File: src/rtl/addr_window_pkg.sv
package addr_window_pkg;

    localparam int TAG_W = 8;

    typedef struct packed {
        logic             en;
        logic [1:0]       priv;
        logic [TAG_W-1:0] base;
        logic [TAG_W-1:0] mask;
        logic [1:0]       uattr;
        logic [1:0]       cmode;
        logic             wprot;
    } win_cfg_t;

    typedef enum logic {
        ST_IDLE = 1'b0,
        ST_EVAL = 1'b1
    } acc_state_e;

endpackage

File: src/rtl/addr_window_bank.sv
module addr_window_bank
    import addr_window_pkg::*;
#(
    parameter int NUM_WIN = 2,
    parameter int IDX_W   = 1
) (
    input  logic                     clk_i,
    input  logic                     rst_ni,
    input  logic                     we_i,
    input  logic [IDX_W-1:0]         sel_i,
    input  win_cfg_t                 wdata_i,
    output win_cfg_t [NUM_WIN-1:0]   cfg_o
);

    for (genvar g = 0; g < NUM_WIN; g++) begin : g_win
        always_ff @(posedge clk_i or negedge rst_ni) begin
            if (!rst_ni) begin
                cfg_o[g] <= '0;
            end else if (we_i && (sel_i == IDX_W'(g))) begin
                cfg_o[g] <= wdata_i;
            end
        end
    end

endmodule

File: src/rtl/addr_window_match.sv
module addr_window_match
    import addr_window_pkg::*;
(
    input  logic             en_i,
    input  logic [1:0]       priv_i,
    input  logic [TAG_W-1:0] base_i,
    input  logic [TAG_W-1:0] mask_i,
    input  logic [TAG_W-1:0] tag_i,
    input  logic             super_i,
    output logic             match_o
);

    logic addr_ok;
    logic priv_ok;

    always_comb begin
        addr_ok = (((tag_i ^ base_i) & ~mask_i) == '0);
        priv_ok = priv_i[1] | (priv_i[0] == super_i);
        match_o = en_i & addr_ok & priv_ok;
    end

endmodule

File: src/rtl/addr_window_prio.sv
module addr_window_prio
    import addr_window_pkg::*;
#(
    parameter int NUM_WIN = 2,
    parameter int IDX_W   = 1
) (
    input  logic [NUM_WIN-1:0]       match_i,
    input  win_cfg_t [NUM_WIN-1:0]   cfg_i,
    output logic                     any_o,
    output logic [IDX_W-1:0]         idx_o,
    output win_cfg_t                 sel_o
);

    always_comb begin
        any_o = 1'b0;
        idx_o = '0;
        sel_o = '0;
        for (int i = NUM_WIN - 1; i >= 0; i--) begin
            if (match_i[i]) begin
                any_o = 1'b1;
                idx_o = IDX_W'(i);
                sel_o = cfg_i[i];
            end
        end
    end

endmodule

File: src/rtl/addr_window_check.sv
module addr_window_check
    import addr_window_pkg::*;
#(
    parameter int NUM_WIN = 2,
    parameter int IDX_W   = (NUM_WIN > 1) ? $clog2(NUM_WIN) : 1
) (
    input  logic             clk_i,
    input  logic             rst_ni,
    input  logic             cfg_we_i,
    input  logic [IDX_W-1:0] cfg_sel_i,
    input  logic             cfg_en_i,
    input  logic [1:0]       cfg_priv_i,
    input  logic [7:0]       cfg_base_i,
    input  logic [7:0]       cfg_mask_i,
    input  logic [1:0]       cfg_uattr_i,
    input  logic [1:0]       cfg_cmode_i,
    input  logic             cfg_wprot_i,
    input  logic             acc_req_i,
    input  logic [7:0]       acc_addr_hi_i,
    input  logic             acc_super_i,
    input  logic             acc_write_i,
    input  logic             acc_rmw_i,
    output logic             hit_o,
    output logic [IDX_W-1:0] hit_idx_o,
    output logic [1:0]       cmode_o,
    output logic [1:0]       uattr_o,
    output logic             abort_o
);

    acc_state_e             state_q, state_d;
    logic [TAG_W-1:0]       tag_q;
    logic                   super_q, wr_q, rmw_q;
    win_cfg_t               wdata;
    win_cfg_t [NUM_WIN-1:0] cfg;
    logic [NUM_WIN-1:0]     win_hit;
    logic                   any_hit;
    logic [IDX_W-1:0]       sel_idx;
    win_cfg_t               sel_cfg;

    always_comb begin
        wdata.en    = cfg_en_i;
        wdata.priv  = cfg_priv_i;
        wdata.base  = cfg_base_i;
        wdata.mask  = cfg_mask_i;
        wdata.uattr = cfg_uattr_i;
        wdata.cmode = cfg_cmode_i;
        wdata.wprot = cfg_wprot_i;
    end

    addr_window_bank #(.NUM_WIN(NUM_WIN), .IDX_W(IDX_W)) i_bank (
        .clk_i   (clk_i),
        .rst_ni  (rst_ni),
        .we_i    (cfg_we_i),
        .sel_i   (cfg_sel_i),
        .wdata_i (wdata),
        .cfg_o   (cfg)
    );

    for (genvar g = 0; g < NUM_WIN; g++) begin : g_cmp
        addr_window_match i_match (
            .en_i    (cfg[g].en),
            .priv_i  (cfg[g].priv),
            .base_i  (cfg[g].base),
            .mask_i  (cfg[g].mask),
            .tag_i   (tag_q),
            .super_i (super_q),
            .match_o (win_hit[g])
        );
    end

    addr_window_prio #(.NUM_WIN(NUM_WIN), .IDX_W(IDX_W)) i_prio (
        .match_i (win_hit),
        .cfg_i   (cfg),
        .any_o   (any_hit),
        .idx_o   (sel_idx),
        .sel_o   (sel_cfg)
    );

    // state register and captured access
    always_ff @(posedge clk_i or negedge rst_ni) begin
        if (!rst_ni) begin
            state_q <= ST_IDLE;
            tag_q   <= '0;
            super_q <= 1'b0;
            wr_q    <= 1'b0;
            rmw_q   <= 1'b0;
        end else begin
            state_q <= state_d;
            if (acc_req_i) begin
                tag_q   <= acc_addr_hi_i;
                super_q <= acc_super_i;
                wr_q    <= acc_write_i;
                rmw_q   <= acc_rmw_i;
            end
        end
    end

    // transitions
    always_comb begin
        state_d = state_q;
        unique case (state_q)
            ST_IDLE: state_d = acc_req_i ? ST_EVAL : ST_IDLE;
            ST_EVAL: state_d = acc_req_i ? ST_EVAL : ST_IDLE;
            default: state_d = ST_IDLE;
        endcase
    end

    // outputs
    always_comb begin
        hit_o     = 1'b0;
        hit_idx_o = '0;
        cmode_o   = 2'b00;
        uattr_o   = 2'b00;
        abort_o   = 1'b0;
        unique case (state_q)
            ST_IDLE: ;
            ST_EVAL: begin
                if (any_hit) begin
                    hit_o     = 1'b1;
                    hit_idx_o = sel_idx;
                    cmode_o   = sel_cfg.cmode;
                    uattr_o   = sel_cfg.uattr;
                    abort_o   = sel_cfg.wprot & (wr_q | rmw_q);
                end
            end
            default: ;
        endcase
    end


    nohit_defaults_chk: assert property (@(posedge clk_i) disable iff (!rst_ni)
        !hit_o |-> (cmode_o == 2'b00 && uattr_o == 2'b00 && !abort_o));


    abort_needs_store_chk: assert property (@(posedge clk_i) disable iff (!rst_ni)
        abort_o |-> (hit_o && (wr_q || rmw_q)));


    idle_quiet_chk: assert property (@(posedge clk_i) disable iff (!rst_ni)
        (state_q == ST_IDLE) |-> (!hit_o && !abort_o));


    eval_after_req_chk: assert property (@(posedge clk_i) disable iff (!rst_ni)
        (state_q == ST_EVAL) |-> $past(acc_req_i));


    low_index_wins_chk: assert property (@(posedge clk_i) disable iff (!rst_ni)
        (state_q == ST_EVAL && win_hit[0]) |-> (hit_o && hit_idx_o == '0));


    hit_window_enabled_chk: assert property (@(posedge clk_i) disable iff (!rst_ni)
        hit_o |-> cfg[hit_idx_o].en);

endmodule

File: config.mk
export PLATFORM = sky130hd
export DESIGN_NAME = addr_window_check
export DESIGN_NICKNAME = d
export VERILOG_FILES = /design/src/rtl/addr_window_pkg.sv /design/src/rtl/addr_window_bank.sv /design/src/rtl/addr_window_match.sv /design/src/rtl/addr_window_prio.sv /design/src/rtl/addr_window_check.sv
export SDC_FILE = /design/constraint.sdc
export NUM_CORES = 1
export LEC_CHECK = 0
export ABC_AREA = 0
export ABC_CLOCK_PERIOD_IN_PS = 3500
export BUFFER_PORTS_ARGS = -buffer_cell sky130_fd_sc_hd__buf_2
export CAP_MARGIN = 5
export CORE_AREA = 5 5 85 87
export DETAILED_ROUTE_END_ITERATION = 10
export DIE_AREA = 0 0 90 92
export PLACE_DENSITY = 0.67
export SYNTH_ARGS = -nofsm -noshare
export SYNTH_HDL_FRONTEND = slang
export SYNTH_SLANG_ARGS = --single-unit
File: constraint.sdc
create_clock -name clk_i -period 3.5 [get_ports clk_i]
set_input_delay 0.525 -clock clk_i [delete_from_list [all_inputs] [get_ports clk_i]]
set_output_delay 0.525 -clock clk_i [all_outputs]
set_load 0.01 [all_outputs]
==> impl_metrics.tcl <==
set metrics [dict create \
    status "completed" \
    r2r_cells 1 \
    p_leak_nw 1.400 \
    grt_pass1_wl_mm 8.459 \
    seq_area_frac_synth 0.5803 \
    ir_drop_uv 398.4 \
    cts_setup_buffers 0 \
    cts_resized 0 \
    drive_above_1_share 0.5210 \
    vias 1599 \
    finalCritPeriodShare 0.7713 \
    hold_buffers 0 \
    final_util 0.5017 \
    min_path_type "in -> async" \
    synth_top_area_cell "dfrtp_1" \
    numCtsBuffers 9 \
    maxCapViolCount 0 \
    antenna_cells 0 \
    grt_pass1_vias 1699 \
    cp-startpoint "tag_q[4]" \
    dp_cells 299 \
    worstMarginPinSlew_ns 0.7006 \
    grt_start_max_net_pins 32 \
    ys_types 21 \
    track_usage 0.1298 \
    synth_top_area_frac 0.5803 \
    start_util 0.4122 \
    use_met2 0.2000 \
    num_rows 29 \
    clk_latency_ns 0.33 \
    synth_compound_area_frac 0.03288 \
    drcViolationCount 0 \
    worst_hold_slack_ns 0.2166 \
    synth_top_family_by_area "multiplexers" \
    slew_violations 0 \
    dr.first_iter.drc_count 95 \
    drt_pre_antenna_iters 5 \
    cts.sinks 60 \
    p_total_mw 1.887 \
    fin_ws_ns 0.8006 \
    yosys.area_share.adder 0 \
    root_buffer "clkbuf_8" \
    final_cell_mix "dfrtp_1, mux2_2, buf_2" \
    wl_per_cell_um 15.88 \
    min_period_ns 2.699 \
    areaGrowthSynthToFinish_pct 21.71 \
    placed_area_mm2 0.002899 \
    die-area_mm2 0.008280 \
    ant_nets 0 \
    muxShareOfSynthArea 0.2761 \
    fin_area_mm2 0.003149 \
    worstPathRequired_ns 2.97 \
    htree_levels 3 \
    finalHoldViolCount 0 \
    dieWidth_um 90 \
    cp-start-kind "flop" \
    viasPerCell 5.076 \
    rsz0062_at_grt "no" \
    synth_xor_area_frac 0.06093 \
    ioPinCount 47 \
    fin_cells 315 \
    synthSimpleGateAreaFrac 0.03433 \
    critPathCaptureType "output port" \
    slew_headroom 0.5294 \
    ys_top_cells_by_area "dfrtp_1, mux2_2, xnor2_1" \
    tns_ns 0 \
    antenna_found_initial 0 \
    crit_arrival_ns 2.17 \
    critical_path_class "reg -> out" \
    use_met1 0.1695 \
    clk_pin_slew_ns 0.06 \
    syn-num-nets 221 \
    r2r_start "tag_q[2]" \
    finalNetCount 273 \
    r2r_slack_ns 2.70 \
    die_h_um 92 \
    synthCells 181 \
    busiest_layer "met2" \
    place_ws_ns 1.128 \
    overflow 0 \
    syn_area_mm2 0.002587 \
    syn_area_per_cell_um2 14.30 \
    setup_viol 0 \
    cts_tree "done" \
    clk_path_buf_depth 2 \
    dpl.hpwl_mm 3.602 \
    r2r-end "tag_q[2]" \
    crit_fanout 6 \
    final_common_cell "dfrtp_1" \
    met3_usage 0.04010 \
    core-area_mm2 0.006277 \
    wirelength_mm 5.001 \
    port_buffers 46 \
    p_per_area_mw_per_mm2 599.2 \
    finClkSkew_ns 0 \
    fmax_ghz 0.3704 \
    ys_ff_latch 60 \
    globalplace.congestion 0.7143 \
    yosys_warnings 0 \
]
## worst max-delay path by stage
stage,end,slack [ns],cells past startpoint
2_1_floorplan,abort_o,1.41,6
3_3_place_gp,abort_o,1.14,6
3_5_place_dp,abort_o,1.13,6
4_1_cts,abort_o,0.76,6
5_1_grt,abort_o,0.59,6
6_report,abort_o,0.80,6
## cells by family (layout without fill, tap and decap cells)
kind of cell,count (synthesis),after routing
and+or+nand+nor,18,18
AOI/OAI and AO/OA,13,13
muxes,64,64
buffers and inverters,8,65
DFF,60,60
xor gates and xnor gates,18,18
## routing by layer
| metal | share of wire | routed length [um] |
|---|---|---|
| met5 | 0 | 0 |
| met4 | 0.018 | 91 |
| met3 | 0.046 | 229 |
| met2 | 0.49 | 2447 |
| met1 | 0.45 | 2232 |
## final cells by class
type                       instances  area (um2)
sequential                        60        1501
fill                             581        3128
timing repair buffer              49       252.7
multi-input combinational        113        1049
clock inverter                     4       95.09
tap                               77       96.34
clock buffer                      12       155.1
## cell usage after synthesis
cell	number
o22ai_1	6
mux2i_1	5
o221ai_1	1
dfrtp_1	60
mux2_2	59
o22a_1	1
buf_1	1
nor3_1	1
a21boi_1	1
buf_2	2
or2_1	1
or3_1	1
nor2b_1	1
o21a_1	1
o21ai_0	3
buf_6	1
clkbuf_1	4
nor2_1	2
xnor2_1	18
nand2_1	7
nand4_1	5
## power by group
group,internal [mW],switching [mW]
clock network,0.511,0.259
logic,0.155,0.111
registers,0.790,0.0609
total,1.46,0.431
## sequential cells by signal (all words and copies together), names as in the netlist
| register | cells |
|---|---|
| i_bank.cfg_o | 48 |
| tag_q | 8 |
| rmw_q | 1 |
| state_q | 1 |
| super_q | 1 |
| wr_q | 1 |
## worst max-delay path, stage by stage, from the launching register on
cell     delay, ns
dfrtp_1       0.41
xnor2_1       0.17
o21ai_0       0.11
or3_1         0.42
or2_1         0.38
mux2i_1       0.21
buf_2         0.15
(Power assumes the default switching activity.)
